File: src/rtl/irq_route_pkg.sv
package irq_route_pkg;

    // Register selector produced by the address decoder
    typedef enum logic [2:0] {
        SEL_ZERO,
        SEL_MISC,
        SEL_MASK,
        SEL_MREQ,
        SEL_IPI_PEND,
        SEL_TMR_PEND,
        SEL_IPI_POST
    } reg_sel_e;

    localparam int STRIDE_SHIFT = 6;
    localparam int IDX_MISC     = 1;
    localparam int MASK_BASE    = 6;

    // Field positions inside the miscellaneous register
    localparam int MISC_TMR_CLR_LSB = 4;
    localparam int MISC_IPI_CLR_LSB = 8;
    localparam int MISC_IPI_SET_LSB = 12;

endpackage

File: src/rtl/irq_reg_decode.sv
module irq_reg_decode
    import irq_route_pkg::*;
#(
    parameter int NCPU   = 4,
    parameter int ADDR_W = 12
) (
    input  logic [ADDR_W-1:0]       addr,
    output reg_sel_e                sel,
    output logic [$clog2(NCPU)-1:0] cpu
);
    localparam int CPU_W        = $clog2(NCPU);
    localparam int IDX_W        = ADDR_W - STRIDE_SHIFT;
    localparam int MREQ_BASE    = MASK_BASE + NCPU;
    localparam int IPI_PEND_IDX = MREQ_BASE + NCPU;
    localparam int TMR_PEND_IDX = IPI_PEND_IDX + 1;
    localparam int IPI_POST_IDX = IPI_PEND_IDX + 2;

    logic [IDX_W-1:0] idx;
    int               idx_n;

    always_comb begin
        idx   = IDX_W'(addr >> STRIDE_SHIFT);
        idx_n = int'(idx);
        sel   = SEL_ZERO;
        cpu   = '0;
        if (idx_n == IDX_MISC) begin
            sel = SEL_MISC;
        end else if (idx_n >= MASK_BASE && idx_n < MREQ_BASE) begin
            sel = SEL_MASK;
            cpu = CPU_W'(idx_n - MASK_BASE);
        end else if (idx_n >= MREQ_BASE && idx_n < IPI_PEND_IDX) begin
            sel = SEL_MREQ;
            cpu = CPU_W'(idx_n - MREQ_BASE);
        end else if (idx_n == IPI_PEND_IDX) begin
            sel = SEL_IPI_PEND;
        end else if (idx_n == TMR_PEND_IDX) begin
            sel = SEL_TMR_PEND;
        end else if (idx_n == IPI_POST_IDX) begin
            sel = SEL_IPI_POST;
        end
    end

endmodule

File: src/rtl/irq_mask_bank.sv
module irq_mask_bank #(
    parameter int NCPU = 4,
    parameter int DW   = 64
) (
    input  logic                      clk,
    input  logic                      rst_n,
    input  logic [NCPU-1:0]           wr_en,
    input  logic [DW-1:0]             wr_data,
    input  logic [DW-1:0]             raw_req,
    output logic [NCPU-1:0][DW-1:0]   mask_q,
    output logic [NCPU-1:0][DW-1:0]   masked_q,
    output logic [NCPU-1:0]           dev_irq
);
    for (genvar c = 0; c < NCPU; c++) begin : g_cpu
        logic [DW-1:0] mask_nx;

        always_comb begin
            mask_nx = wr_en[c] ? wr_data : mask_q[c];
        end

        always_ff @(posedge clk or negedge rst_n) begin
            if (!rst_n) begin
                mask_q[c]   <= '0;
                masked_q[c] <= '0;
            end else begin
                mask_q[c]   <= mask_nx;
                masked_q[c] <= mask_nx & raw_req;
            end
        end

        assign dev_irq[c] = |masked_q[c];


        mask_load_chk: assert property (@(posedge clk) disable iff (!rst_n)
            wr_en[c] |=> mask_q[c] == $past(wr_data));


        mask_hold_chk: assert property (@(posedge clk) disable iff (!rst_n)
            !wr_en[c] |=> $stable(mask_q[c]));


        mreq_track_chk: assert property (@(posedge clk) disable iff (!rst_n)
            (!wr_en[c] && $stable(raw_req)) |=> $stable(masked_q[c]));
    end

endmodule

File: src/rtl/irq_pend_unit.sv
module irq_pend_unit #(
    parameter int N        = 4,
    parameter bit SET_WINS = 1'b0,
    parameter bit FLAG_SET = 1'b1
) (
    input  logic         clk,
    input  logic         rst_n,
    input  logic [N-1:0] set_vec,
    input  logic [N-1:0] clr_vec,
    output logic [N-1:0] pend_q,
    output logic         err_pulse
);
    logic [N-1:0] pend_nx;

    always_comb begin
        if (SET_WINS) pend_nx = (pend_q & ~clr_vec) | set_vec;
        else          pend_nx = (pend_q | set_vec) & ~clr_vec;
        err_pulse = (FLAG_SET && (|(set_vec & pend_q))) || (|(clr_vec & ~pend_q));
    end

    always_ff @(posedge clk or negedge rst_n) begin
        if (!rst_n) pend_q <= '0;
        else        pend_q <= pend_nx;
    end


    set_take_chk: assert property (@(posedge clk) disable iff (!rst_n)
        (|(set_vec & ~clr_vec)) |=>
            ((pend_q & $past(set_vec & ~clr_vec)) == $past(set_vec & ~clr_vec)));


    clr_take_chk: assert property (@(posedge clk) disable iff (!rst_n)
        (|(clr_vec & ~set_vec)) |=> ((pend_q & $past(clr_vec & ~set_vec)) == '0));


    idle_hold_chk: assert property (@(posedge clk) disable iff (!rst_n)
        (!(|set_vec) && !(|clr_vec)) |=> $stable(pend_q));

endmodule

File: src/rtl/irq_route_ctrl.sv
module irq_route_ctrl
    import irq_route_pkg::*;
#(
    parameter int NCPU   = 4,
    parameter int DW     = 64,
    parameter int ADDR_W = 12
) (
    input  logic                    clk,
    input  logic                    rst_n,
    input  logic [ADDR_W-1:0]       bus_addr,
    input  logic                    bus_we,
    input  logic [DW-1:0]           bus_wdata,
    input  logic [$clog2(NCPU)-1:0] bus_cpu_id,
    output logic [DW-1:0]           bus_rdata,
    input  logic [DW-1:0]           dev_req,
    input  logic                    timer_tick,
    output logic [NCPU-1:0]         dev_irq,
    output logic [NCPU-1:0]         ipi_irq,
    output logic [NCPU-1:0]         tmr_irq,
    output logic                    err_flag
);
    localparam int CPU_W = $clog2(NCPU);

    reg_sel_e                  sel;
    logic [CPU_W-1:0]          sel_cpu;
    logic [NCPU-1:0]           mask_we;
    logic [NCPU-1:0]           ipi_set, ipi_clr, tmr_set, tmr_clr;
    logic [NCPU-1:0]           ipi_pend, tmr_pend;
    logic                      ipi_err, tmr_err;
    logic [NCPU-1:0][DW-1:0]   mask_q, masked_q;

    irq_reg_decode #(.NCPU(NCPU), .ADDR_W(ADDR_W)) u_dec (
        .addr (bus_addr),
        .sel  (sel),
        .cpu  (sel_cpu)
    );

    // Write-side decode: one strobe vector per action
    always_comb begin
        mask_we = '0;
        ipi_set = '0;
        ipi_clr = '0;
        tmr_clr = '0;
        if (bus_we) begin
            unique case (sel)
                SEL_MISC: begin
                    ipi_set = bus_wdata[MISC_IPI_SET_LSB +: NCPU];
                    ipi_clr = bus_wdata[MISC_IPI_CLR_LSB +: NCPU];
                    tmr_clr = bus_wdata[MISC_TMR_CLR_LSB +: NCPU];
                end
                SEL_MASK:     mask_we[sel_cpu] = 1'b1;
                SEL_IPI_PEND: ipi_clr = bus_wdata[NCPU-1:0];
                SEL_TMR_PEND: tmr_clr = bus_wdata[NCPU-1:0];
                SEL_IPI_POST: ipi_set = bus_wdata[NCPU-1:0];
                default: ;
            endcase
        end
    end

    assign tmr_set = {NCPU{timer_tick}};

    irq_mask_bank #(.NCPU(NCPU), .DW(DW)) u_mask (
        .clk      (clk),
        .rst_n    (rst_n),
        .wr_en    (mask_we),
        .wr_data  (bus_wdata),
        .raw_req  (dev_req),
        .mask_q   (mask_q),
        .masked_q (masked_q),
        .dev_irq  (dev_irq)
    );

    irq_pend_unit #(.N(NCPU), .SET_WINS(1'b0), .FLAG_SET(1'b1)) u_ipi (
        .clk       (clk),
        .rst_n     (rst_n),
        .set_vec   (ipi_set),
        .clr_vec   (ipi_clr),
        .pend_q    (ipi_pend),
        .err_pulse (ipi_err)
    );

    irq_pend_unit #(.N(NCPU), .SET_WINS(1'b1), .FLAG_SET(1'b0)) u_tmr (
        .clk       (clk),
        .rst_n     (rst_n),
        .set_vec   (tmr_set),
        .clr_vec   (tmr_clr),
        .pend_q    (tmr_pend),
        .err_pulse (tmr_err)
    );

    always_ff @(posedge clk or negedge rst_n) begin
        if (!rst_n) err_flag <= 1'b0;
        else        err_flag <= err_flag | ipi_err | tmr_err;
    end

    assign ipi_irq = ipi_pend;
    assign tmr_irq = tmr_pend;

    // Read-side mux
    always_comb begin
        bus_rdata = '0;
        unique case (sel)
            SEL_MISC: begin
                bus_rdata[MISC_IPI_CLR_LSB +: NCPU] = ipi_pend;
                bus_rdata[MISC_TMR_CLR_LSB +: NCPU] = tmr_pend;
                bus_rdata[CPU_W-1:0]                = bus_cpu_id;
            end
            SEL_MASK:     bus_rdata = mask_q[sel_cpu];
            SEL_MREQ:     bus_rdata = masked_q[sel_cpu];
            SEL_IPI_PEND: bus_rdata[NCPU-1:0] = ipi_pend;
            SEL_TMR_PEND: bus_rdata[NCPU-1:0] = tmr_pend;
            default: ;
        endcase
    end


    err_sticky_chk: assert property (@(posedge clk) disable iff (!rst_n)
        err_flag |=> err_flag);


    tick_all_chk: assert property (@(posedge clk) disable iff (!rst_n)
        timer_tick |=> (&tmr_irq));

endmodule

File: config.mk
export PLATFORM = sky130hd
export DESIGN_NAME = irq_route_ctrl
export DESIGN_NICKNAME = d
export VERILOG_FILES = /design/src/rtl/irq_route_pkg.sv /design/src/rtl/irq_reg_decode.sv /design/src/rtl/irq_mask_bank.sv /design/src/rtl/irq_pend_unit.sv /design/src/rtl/irq_route_ctrl.sv
export SDC_FILE = /design/constraint.sdc
export NUM_CORES = 1
export LEC_CHECK = 0
export ABC_AREA = 1
export BUFFER_PORTS_ARGS = -buffer_cell sky130_fd_sc_hd__buf_2
export CORE_ASPECT_RATIO = 0.6
export CORE_UTILIZATION = 45
export DETAILED_ROUTE_END_ITERATION = 16
export PLACE_DENSITY = 0.62
export SLEW_MARGIN = 10
export SYNTH_ARGS = -nofsm -noshare
export SYNTH_HDL_FRONTEND = slang
export SYNTH_SLANG_ARGS = --single-unit
File: constraint.sdc
create_clock -name clk -period 6 [get_ports clk]
set_clock_uncertainty 0.1 [all_clocks]
set_input_delay 0.9 -clock clk [delete_from_list [all_inputs] [get_ports clk]]
set_output_delay 0.9 -clock clk [all_outputs]
set_load 0.03 [all_outputs]
==> results of run 1 <==
-- final cells by class --
| type | instances | area, um2 | area share |
|---|---|---|---|
| Inverter | 422 | 1584 | 0.05700 |
| Tap cell | 703 | 879.6 | 0.03165 |
| Clock buffer | 76 | 1563 | 0.05624 |
| Antenna cell | 10 | 25.02 | 0.0009005 |
| Timing Repair Buffer | 258 | 1544 | 0.05556 |
| Clock inverter | 19 | 281.5 | 0.01013 |
| Sequential cell | 521 | 13040 | 0.4692 |
| Multi-Input combinational cell | 1927 | 8875 | 0.3194 |
-- layout by cell type, fill, tap and decap left out --
cell / instances
o21ai_0: 15
nand2_2: 3
clkinv_2: 8
diode_2: 10
inv_6: 1
a21o_1: 2
nor4_4: 3
a211oi_1: 2
buf_2: 215
nand3_1: 125
nor2_1: 88
nand2_1: 1023
nor4_1: 64
nand3_4: 2
and2_1: 189
nor2_4: 3
o21ai_1: 255
nand4_1: 74
clkinv_1: 2
or2_2: 2
nand3_2: 1
buf_8: 1
nand2_4: 1
bufinv_16: 7
o21ai_4: 1
nor3_1: 2
clkbuf_16: 53
dfrtp_1: 521
inv_1: 416
clkinvlp_4: 3
a21oi_1: 8
inv_2: 4
buf_4: 31
clkbuf_1: 8
clkbuf_8: 15
buf_12: 11
a31oi_1: 62
o22ai_1: 2
-- cells by family after synthesis --
group                  Yosys count
and+or+nand+nor               1580
buffers and inverters          568
AOI/OAI and AO/OA              347
DFF                            521
-- power by group --
part | leakage (uW) | internal [uW] | total, uW | switching [uW]
Clock | 0.000906 | 2100 | 3520 | 1420
Sequential | 0.00610 | 4200 | 4500 | 303
Combinational | 0.00712 | 599 | 1770 | 1170
Total | 0.0141 | 6900 | 9800 | 2900
-- registers in the layout (all words and copies together), names as in the netlist --
register         flops
u_mask.mask_q      256
err_flag             1
u_ipi.pend_q         4
u_mask.masked_q    256
u_tmr.pend_q         4
-- cell usage after synthesis --
| master | count |
|---|---|
| dfrtp_1 | 521 |
| inv_1 | 416 |
| a21o_1 | 2 |
| buf_1 | 12 |
| inv_2 | 4 |
| a31oi_1 | 62 |
| buf_4 | 11 |
| o21ai_2 | 1 |
| a211oi_1 | 2 |
| nor2_1 | 89 |
| o22ai_1 | 2 |
| and2_1 | 189 |
| nand2_1 | 1026 |
| clkinv_1 | 2 |
| nand3_2 | 2 |
| buf_2 | 82 |
| nor4_2 | 3 |
| clkbuf_1 | 41 |
| o21ai_0 | 15 |
| nand3_1 | 126 |
| or2_2 | 2 |
| a21oi_1 | 8 |
| nand4_1 | 74 |
| nor3_1 | 2 |
| nand2_2 | 1 |
| o21ai_1 | 255 |
| nor2_2 | 2 |
| nor4_1 | 64 |
-- through the flow --
step                      setup slack, ns  utilization  total power, uW  area [um2]
after floorplan                     2.630            -             5631       24100
after detailed placement            1.210       0.4918             6291       25920
after global placement              1.265       0.4918             6227       25920
after global routing                1.027       0.5272            10300       27780
after CTS                           1.181       0.5268             9828       27760
final                               1.183       0.5273             9799       27790
-- final timing paths --
| check | to | slack (ns) | cells after the start |
|---|---|---|---|
| worst max-delay path | bus_rdata[59] | 1.18 | 13 |
| worst min-delay path | u_mask.masked_q[65] | 0.27 | 1 |
| worst max register to register | err_flag | 4.87 | 7 |
| worst min register to register | u_mask.mask_q[186] | 0.45 | 2 |
| max in group asynchronous | u_mask.masked_q[161] | 4.01 | 2 |
| min in group clk | u_tmr.pend_q[2] | 0.44 | 2 |
-- per-layer routing --
layer,GRT usage,routed length (um),vias up
met3,0.05231,6929,136
met1,0.4365,35910,10090
met2,0.4212,33420,942
met4,0.07756,1915,2
li1,-,-,9788
met5,0,13,-
-- worst register-to-register path, cell delays in order (launching register included) --
cell,delay (ns)
dfrtp_1,0.43
inv_1,0.10
nand3_1,0.09
nand2_1,0.05
inv_1,0.05
nand2_1,0.05
nor2_1,0.09
nand2_1,0.06
==> summary.md, run 1 <==
| Metric | Value |
|---|---|
| Final Hold Violating Endpoints | `0` |
| Iter 0 DRT Violations | `2240` |
| Die Wd | `300.8 um` |
| Total track usage | `0.2881` |
| CP dominant cell by count | `nand2_1` |
| Tcrit/Tclk final | `0.8028` |
| Share of cells above drive strength 1 | `0.1132` |
| Syn. warnings | `0` |
| Clock latency on the worst-skew pair | `between 0.5 and 0.6 ns` |
| PortBufs | `~220` |
| Detailed Routing Iterations Pass 1 | `6` |
| Yosys reg bits | `about 520` |
| Placed Instances | `between 3k and 4k` |
| Clk sink count | `between 500 and 600` |
| Num rows | `between 60 and 70` |
| Average cell area after synthesis | `7.992 um2` |
| Leakage | `0.01412 uW` |
| Netlist Area Pre-Place | `between 0.02 and 0.025 mm2` |
| Largest family of logic cells by synthesized area | `simple AND/OR/NAND/NOR gates` |
| CP Class | `in2out` |
| Synth top area share | `0.5409` |
| CP arrival | `3.82 ns` |
| # DRC | `0` |
| Unique masters post-synth | `28` |
| Hold buffers post-CTS | `0` |
| I/O pin cnt | `223` |
| Die Y | `~180 um` |
| CP Max Fanout | `31` |
| Maxcap violations | `0` |
| Max rail drop VDD | `between 200 and 300 uV` |
| Worst R2R Start | `u_ipi.pend_q[3]` |
| Fmax achieved | `just over 200 MHz` |
| Max-slew headroom | `0.1838` |
| Worst EP required | `approximately 5 ns` |
| First-pass GRT wire length | `between 100000 and 150000 um` |
| Initial Utilization | `0.4574` |
| CTS buffer count | `51` |
| CTS root buf | `clkbuf_16` |
| Vias in the first global route | `around 20k` |
| Core area | `between 0.05 and 0.06 mm2` |
| Mux cell area share after synthesis | `0` |
| Setup TNS | `0 ns` |
| Post-Synth Adder-Cell Area | `0` |
| CTS tree | `built` |
| Synth Area in Simple Gates | `0.2888` |
| RSZ-0062 raised after global routing | `no` |
| Clock Tree Buf Depth | `3` |
| Total grt overflow | `0` |
| Routability-driven placement congestion ratio | `approximately 0.96` |
| DRT antenna net count | `0` |
| Clock-pin slew on the worst setup and hold paths | `0.06 ns` |
| Vias per cell | `between 5 and 6` |
| Crit path max-delay family | `simple AND/OR/NAND/NOR gates` |
| CTS HTree Levels | `2` |
| Avg WL per Cell | `a little under 20 um` |
| Post-synthesis instance total | `between 3k and 4k` |
| Post-cts gate resize count | `0` |
| Post-Synth XOR/XNOR Area | `0` |
| Max-slew violations | `0` |
| Hpwl dp | `about 50000 um` |
| Area grow syn2layout | `15.29%` |
| Area leader, netlist | `dfrtp_1` |
| Power per Cell Area | `around 350 mW/mm2` |
| Status | `completed` |
| Crit-path slowest cell | `buf_2` |
| Top post-synthesis cells by area | `dfrtp_1 54%, nand2_1 16%, inv_1 6.5%, o21ai_1 5.3%, and2_1 4.9%` |
| Worst-margin pin slew | `1.213 ns` |
| Sequential element share of the synthesized area | `0.5409` |
| Setup bufs post-CTS | `0` |
| Number of fill cells in the layout | `a little under 5k` |
| Number of setup violations in the final report | `0` |
| CP endpoint kind | `output pin` |
| Compound-cell area share of the yosys netlist | `0.07594` |
| Minimum clock period | `about 4.8 ns` |
| Vias | `about 21k` |
| Final WL | `about 78000 um` |
| Area of the die | `about 0.055 mm2` |
| Worst Setup Start Kind | `input pin` |
| Crit-path max cell delay | `0.55 ns` |
| Hold WS | `about 0.27 ns` |
| Hold Path Class | `in2async` |
| Largest net degree at the start of global routing | `between 100 and 150` |
| Post-Synthesis Net Count | `between 3k and 4k` |
| Critical path cell sequence | `buf_2 > nor2_1 > nor2_1 > nand3_2 > nand2_2 > nand2_2 > nor2_4 > buf_4 > nand2_1 > nand3_1 > nand2_1 > nand2_1 > buf_2` |
| Final nets | `roughly 3.3k` |
| Fin cells | `approximately 3.9k` |
| Initial antenna violation count | `13` |
| Crit. Startpoint | `bus_addr[7]` |
| Buf/Inv on CP | `3` |
Power figures use the tool's default switching activity.
==> inputs of run 2 (changes only) <==
clock period = 4.55 ns   (was 6 ns; I/O delays follow)
==> run 2 against run 1 <==
Compared with the run above:
- wire length down 1.0%
- core utilization grew 0.11 points
- final area rose by 0.20%
- count of clock-buffer cells in the layout decreased by 1
- sequential share of layout area down 0.095 points
- cell count about the same
- critical endpoint is now bus_rdata[18]
- worst hold slack lost 0.040 ns
- largest cell class unchanged
- die area stayed put
==> summary.md, run 2 (synthesis results as in run 1) <==
| Metric | Value |
|---|---|
| Crit-path max cell delay | `roughly 0.42 ns` |
| Worst-margin pin slew | `between 1 and 1.5 ns` |
| Critical path cell sequence | `buf_2 > nor2_1 > nand3_2 > nand2_2 > nand2_2 > nor2_4 > buf_4 > nand2_1 > nand3_1 > nand2_1 > nand2_1 > buf_2` |
| Routability-driven placement congestion ratio | `~0.94` |
| Clock-pin slew on the worst setup and hold paths | `0.07 ns` |
| Commonest non-fill, non-tap cell in the layout | `nand2_1` |
| Worst Setup Start Kind | `input pin` |
| Minimum clock period | `between 3 and 4 ns` |
| Hpwl dp | `49310 um` |
| Iter 0 DRT Violations | `~2.2k` |
| Initial Utilization | `0.4574` |
| Die Wd | `approximately 300 um` |
| # DRC | `0` |
| CTS tree | `built` |
| Setup bufs post-CTS | `0` |
| Total grt overflow | `0` |
| CTS buffer count | `between 50 and 60` |
| Clk sink count | `~520` |
| I/O pin cnt | `223` |
| Fmax achieved | `~250 MHz` |
| Initial antenna violation count | `12` |
| CP Max Fanout | `27` |
| Crit-path slowest cell | `buf_4` |
| Detailed Routing Iterations Pass 1 | `8` |
| Num rows | `65` |
| CTS HTree Levels | `2` |
| Tcrit/Tclk final | `0.8700` |
| Vias in the first global route | `~20k` |
| Leakage | `about 0.014 uW` |
| Buf/Inv on CP | `3` |
| Power per Cell Area | `~460 mW/mm2` |
| Area grow syn2layout | `15.52%` |
| RSZ-0062 raised after global routing | `no` |
| CP endpoint kind | `output pin` |
| Vias per cell | `5.302` |
| Crit path max-delay family | `simple AND/OR/NAND/NOR gates` |
| Share of cells above drive strength 1 | `0.1129` |
| Worst EP required | `between 3 and 4 ns` |
| Status | `completed` |
| Number of setup violations in the final report | `0` |
| Clock Tree Buf Depth | `3` |
| Max-slew violations | `0` |
| Area of the die | `about 0.055 mm2` |
| Post-cts gate resize count | `0` |
| Most frequent cells in the layout | `1023 x nand2_1, 521 x dfrtp_1, 416 x inv_1, 255 x o21ai_1, 215 x buf_2` |
| First-pass GRT wire length | `119300 um` |
| Vias | `around 21k` |
| Maxcap violations | `0` |
| Hold Path Class | `in2reg` |
| Final nets | `approximately 3.3k` |
| CP Class | `in2out` |
| Final WL | `just under 80000 um` |
| Largest net degree at the start of global routing | `~140` |
| CP dominant cell by count | `nand2_1` |
| CTS root buf | `clkbuf_16` |
| Total track usage | `0.2864` |
| Max-slew headroom | `0.1863` |
| Clock latency on the worst-skew pair | `between 0.5 and 0.6 ns` |
| Die Y | `between 150 and 200 um` |
| Max rail drop VDD | `268.6 uV` |
| Top flop regs | `u_mask.mask_q (256), u_mask.masked_q (256)` |
| Setup TNS | `0 ns` |
| Avg WL per Cell | `just under 20 um` |
| Hold WS | `around 0.23 ns` |
| Final Hold Violating Endpoints | `0` |
| Core area | `~0.053 mm2` |
| CP arrival | `about 3.2 ns` |
| PortBufs | `approximately 220` |
| DRT antenna net count | `0` |
run 2: cell types whose count changed in the layout (fill, tap and decap cells not counted), moves of 2 or more:
cell	previous run	this run
clkbuf_8	15	13
buf_4	31	26
clkinv_2	8	10
buf_12	11	16
run 2: cell type report:
class	instances	area, um2
Timing Repair Buffer	259	1617
Multi-Input combinational cell	1927	8875
Tap cell	703	879.6
Clock buffer	75	1539
Sequential cell	521	13040
Clock inverter	20	286.5
Antenna cell	11	27.53
Fill cell	4936	24860
Inverter	422	1584
run 2: where the power goes:
part           switching, uW  total [uW]  internal (uW)
logic                   1540        2330            798
clock network           1860        4600           2740
registers                398        5940           5540
run 2: repair_timing:
item | CTS | global route
hold endpoints to repair | 41 | 0
hold buffers | 1 | 0
endpoints found under the setup margin | 0 | 0
run 2: worst paths after layout:
path | from | endpoint | slack [ns] | cells after the start
worst max-delay path | bus_addr[11] | bus_rdata[18] | 0.59 | 12
worst min-delay path | dev_req[28] | u_mask.masked_q[28] | 0.23 | 3
worst max register to register | u_ipi.pend_q[3] | err_flag | 3.43 | 7
worst min register to register | u_mask.mask_q[79] | u_mask.mask_q[79] | 0.45 | 2
max in group asynchronous | rst_n | u_mask.mask_q[232] | 2.61 | 3
min in group asynchronous | rst_n | u_mask.mask_q[128] | 0.56 | 2
run 2: worst register-to-register path, cell delays in order (launching register included):
cell and delay, ns:
dfrtp_1 0.43, inv_1 0.11, nand3_1 0.09, nand2_1 0.06, inv_1 0.05, nand2_1 0.05
nor2_1 0.08, nand2_1 0.05
run 2: routing by layer:
metal / wire length, um / track usage / vias to the layer above
met5: 0 / 0 / -
met4: 1868 / 0.07919 / 0
met3: 6563 / 0.04570 / 108
met2: 32820 / 0.4140 / 938
met1: 36150 / 0.4415 / 10050
li1: - / - / 9786
run 2: stage by stage:
| stage | cell area, um2 | instances | util | total power (uW) | setup slack [ns] |
|---|---|---|---|---|---|
| floorplan | 24100 | 3016 | - | 7426 | 1.615 |
| detailed placement | 25980 | 3831 | 0.4930 | 8297 | 0.6538 |
| global placement | 25980 | 3831 | 0.4930 | 8224 | 0.6715 |
| finish | 27850 | 3938 | 0.5284 | 12870 | 0.5915 |
| CTS | 27820 | 3927 | 0.5278 | 12910 | 0.6428 |
| global route | 27840 | 3936 | 0.5283 | 13530 | 0.4474 |
==> inputs of run 3 (changes only) <==
CTS_BUF_LIST = sky130_fd_sc_hd__clkbuf_16   (was not set)
SYNTH_HIERARCHICAL = 1   (was not set)
==> run 3 against run 2 <==
Compared with the run above:
- the run now ends with negative hold slack left
- count of clock-buffer cells in the layout is 24 lower
- critical path depth is 2 lower
- wire length grew 3.0%
- core utilization fell by 1.2 points
- critical path type unchanged
- largest power group unchanged
==> summary.md, run 3 <==
| Metric | Value |
|---|---|
| Status | `complete, but fails checks` |
| Failing checks | `negative hold slack` |
| P_sw | `between 3000 and 4000 uW` |
| Path depth of the worst reg2reg path | `6` |
| Worst-margin pin slew | `between 0.9 and 1 ns` |
| Final worst slack | `0.8303 ns` |
| CP Max Fanout | `20` |
| Worst EP required | `between 3 and 4 ns` |
| Worst R2R Start | `u_tmr/pend_q[2]` |
| Number of fill cells in the layout | `approximately 5.1k` |
| Initial Utilization | `0.4609` |
| CTS tree | `built` |
| Count leader, synth | `nand2_1` |
| Crit-path slowest cell | `o21ai_1` |
| Netlist Area Pre-Place | `between 0.02 and 0.025 mm2` |
| Post-synth EDFFs | `0` |
| Hold buffers post-CTS | `0` |
| First-pass GRT wire length | `around 120000 um` |
| CTS root buf | `clkbuf_16` |
| Vias in the first global route | `21.49k` |
| DRT antenna net count | `0` |
| Total track usage | `0.2893` |
| Hold Path Class | `in2async` |
| Synth top cells by count | `1418 x nand2_1, 521 x dfrtp_1, 329 x nand3_1` |
| Synth top area share | `0.5318` |
| Area leader, netlist | `dfrtp_1` |
| Post-Synthesis Net Count | `roughly 3.3k` |
| Post-cts gate resize count | `0` |
| Crit-path max cell delay | `0.67 ns` |
| Vias per cell | `about 5.6` |
| Commonest non-fill, non-tap cell in the layout | `nand2_1` |
| Placement Setup Slack | `0.8072 ns` |
| Die Y | `roughly 180 um` |
| Die Wd | `between 300 and 400 um` |
| Largest net degree at the start of global routing | `between 100 and 150` |
| Final WL | `79750 um` |
| Sw Share | `0.2973` |
| Sequential Power Share | `0.472` |
| Clk sink count | `~520` |
| Area of the die | `roughly 0.055 mm2` |
| Final nets | `approximately 3.4k` |
| Tcrit/Tclk final | `0.8175` |
| Post-synthesis instance total | `3119` |
| Total Power | `11630 uW` |
| Routability-driven placement congestion ratio | `~0.92` |
| FF-to-FF End | `err_flag` |
| Final Hold Violating Endpoints | `2` |
| Clock Tree Buf Depth | `3` |
| CP endpoint kind | `output pin` |
| Fraction of registers with async set/reset | `1.000` |
| Iter 0 DRT Violations | `between 2k and 2.5k` |
| Area grow syn2layout | `12.03%` |
| Top post-synthesis cells by area | `dfrtp_1 53%, nand2_1 22%, nand3_1 6.7%, a21oi_1 5.5%, nor2_1 2.9%` |
| Vias | `roughly 22k` |
| Total grt overflow | `0` |
| Average cell area after synthesis | `7.859 um2` |
| Sequential element share of the synthesized area | `0.5318` |
| Num rows | `between 60 and 70` |
| Hpwl dp | `slightly below 50000 um` |
| Most common flop cell mapped by yosys | `dfrtp_1` |
| CP arrival | `2.94 ns` |
| Detailed Routing Iterations Pass 1 | `6` |
| Unique masters post-synth | `27` |
| Clock latency on the worst-skew pair | `between 0.5 and 0.6 ns` |
| Leakage | `around 0.015 uW` |
| Max rail drop VDD | `between 200 and 300 uV` |
| # DRC | `0` |
| Syn. warnings | `6` |
| CTS buffer count | `50` |
| Setup TNS | `0 ns` |
| Initial antenna violation count | `9` |
| CTS HTree Levels | `2` |
| Clock-pin slew on the worst setup and hold paths | `approximately 0.060 ns` |
| Maxcap violations | `0` |
| Design internal power | `~8200 uW` |
| Fmax achieved | `around 270 MHz` |
| Max-slew headroom | `0.3563` |
| Most frequent cells in the layout | `1417 x nand2_1, 521 x dfrtp_1, 329 x nand3_1, 268 x a21oi_1, 215 x buf_2` |
| I/O pin cnt | `around 220` |
| Share of cells above drive strength 1 | `0.1032` |
| Power per Cell Area | `about 420 mW/mm2` |
| CP Class | `in2out` |
| Top flop regs | `u_mask/mask_q (256), u_mask/masked_q (256)` |
| Hold WS | `-0.003015 ns` |
| Worst Setup Start Kind | `input pin` |
| Critical path cell sequence | `buf_2 > inv_1 > nand2_1 > o21ai_1 > inv_1 > nand3_1 > inv_1 > nand2_1 > nand3_1 > buf_2` |
| RSZ-0062 raised after global routing | `no` |
| CP dominant cell by count | `inv_1` |
| Core area | `roughly 0.053 mm2` |
| Setup bufs post-CTS | `0` |
| R2R setup slack | `~3.2 ns` |
| Max-slew violations | `0` |
| Combinational share of power | `0.165` |
| Yosys reg bits | `521` |
| PortBufs | `216` |
| Minimum clock period | `between 3 and 4 ns` |
| Avg WL per Cell | `between 15 and 20 um` |
| Clock power frac | `0.362` |
| Number of setup violations in the final report | `0` |
[run 3: cell types whose count changed in the layout (fill, tap and decap cells not counted), moves of 9 or more]
| cell | change |
|---|---|
| o21ai_0 | -14 |
| o21ai_1 | -254 |
| nor2_1 | +100 |
| nand4_1 | +38 |
| buf_4 | -16 |
| a21oi_1 | +260 |
| nor4_1 | -64 |
| a31oi_1 | -62 |
| nand3_1 | +204 |
| clkbuf_8 | -13 |
| clkbuf_1 | -9 |
| inv_1 | -317 |
| and2_1 | -189 |
| nand2_1 | +394 |
[run 3: critical path, delay by kind of cell]
kind,cells,cell delay [ns]
AND/OR/NAND/NOR,4,0.64
AO/OA/AOI/OAI,1,0.67
buffers and inverters,5,0.94
[run 3: power groups by stage]
stage | sequential, uW | combinational (uW) | clock [uW]
2_1_floorplan | 5500 | 1230 | 0
3_3_place_gp | 5540 | 1860 | 0
3_5_place_dp | 5560 | 1900 | 0
4_1_cts | 5480 | 1910 | 4290
5_1_grt | 5560 | 2150 | 4490
6_report | 5490 | 1920 | 4210
[run 3: layer usage]
metal | vias to the layer above | part of all wire | GRT usage | wire [um]
met5 | - | 0.00021 | 0 | 17
met4 | 2 | 0.021 | 0.07620 | 1696
met3 | 122 | 0.090 | 0.05982 | 7192
met2 | 977 | 0.43 | 0.4203 | 34230
met1 | 10790 | 0.46 | 0.4373 | 36620
li1 | 10370 | - | - | -
[run 3: cell families after synthesis]
group / after synthesis / share of synthesized area
buffers and inverters: 261 / 0.06487
AOI/OAI and AO/OA: 274 / 0.05635
and+or+nand+nor: 2063 / 0.3469
DFF: 521 / 0.5318
[run 3: how the worst max path moves through the flow]
stage,cells after the start,startpoint,end
floorplan,8,bus_addr[7],bus_rdata[10]
global placement,11,bus_addr[10],u_mask/masked_q[241]
detailed placement,11,bus_addr[11],u_mask/masked_q[223]
CTS,10,bus_addr[11],bus_rdata[4]
global route,10,bus_addr[11],bus_rdata[5]
finish,10,bus_addr[11],bus_rdata[4]
[run 3: metrics by stage]
| step | hold WS, ns | util | instance area, um2 | instances |
|---|---|---|---|---|
| after floorplan | 0.2869 | - | 24510 | 3119 |
| after global placement | 0.3727 | 0.4853 | 25810 | 3904 |
| after detailed placement | 0.3775 | 0.4853 | 25810 | 3904 |
| after CTS | 0.008804 | 0.5159 | 27440 | 3997 |
| after global routing | 0.03579 | 0.5162 | 27460 | 4003 |
| final | -0.003015 | 0.5163 | 27460 | 4005 |
[run 3: area by class of cell]
cell class                 instances  area, um2  area share
inverter                          95      366.6     0.01335
antenna                            8      20.02   0.0007290
sequential                       521      13040      0.4747
clock buffer                      51       1276     0.04647
multi-input combinational       2337       9920      0.3612
timing repair buffer             248       1607     0.05850
tap                              703      879.6     0.03203
clock inverter                    42      356.6     0.01298
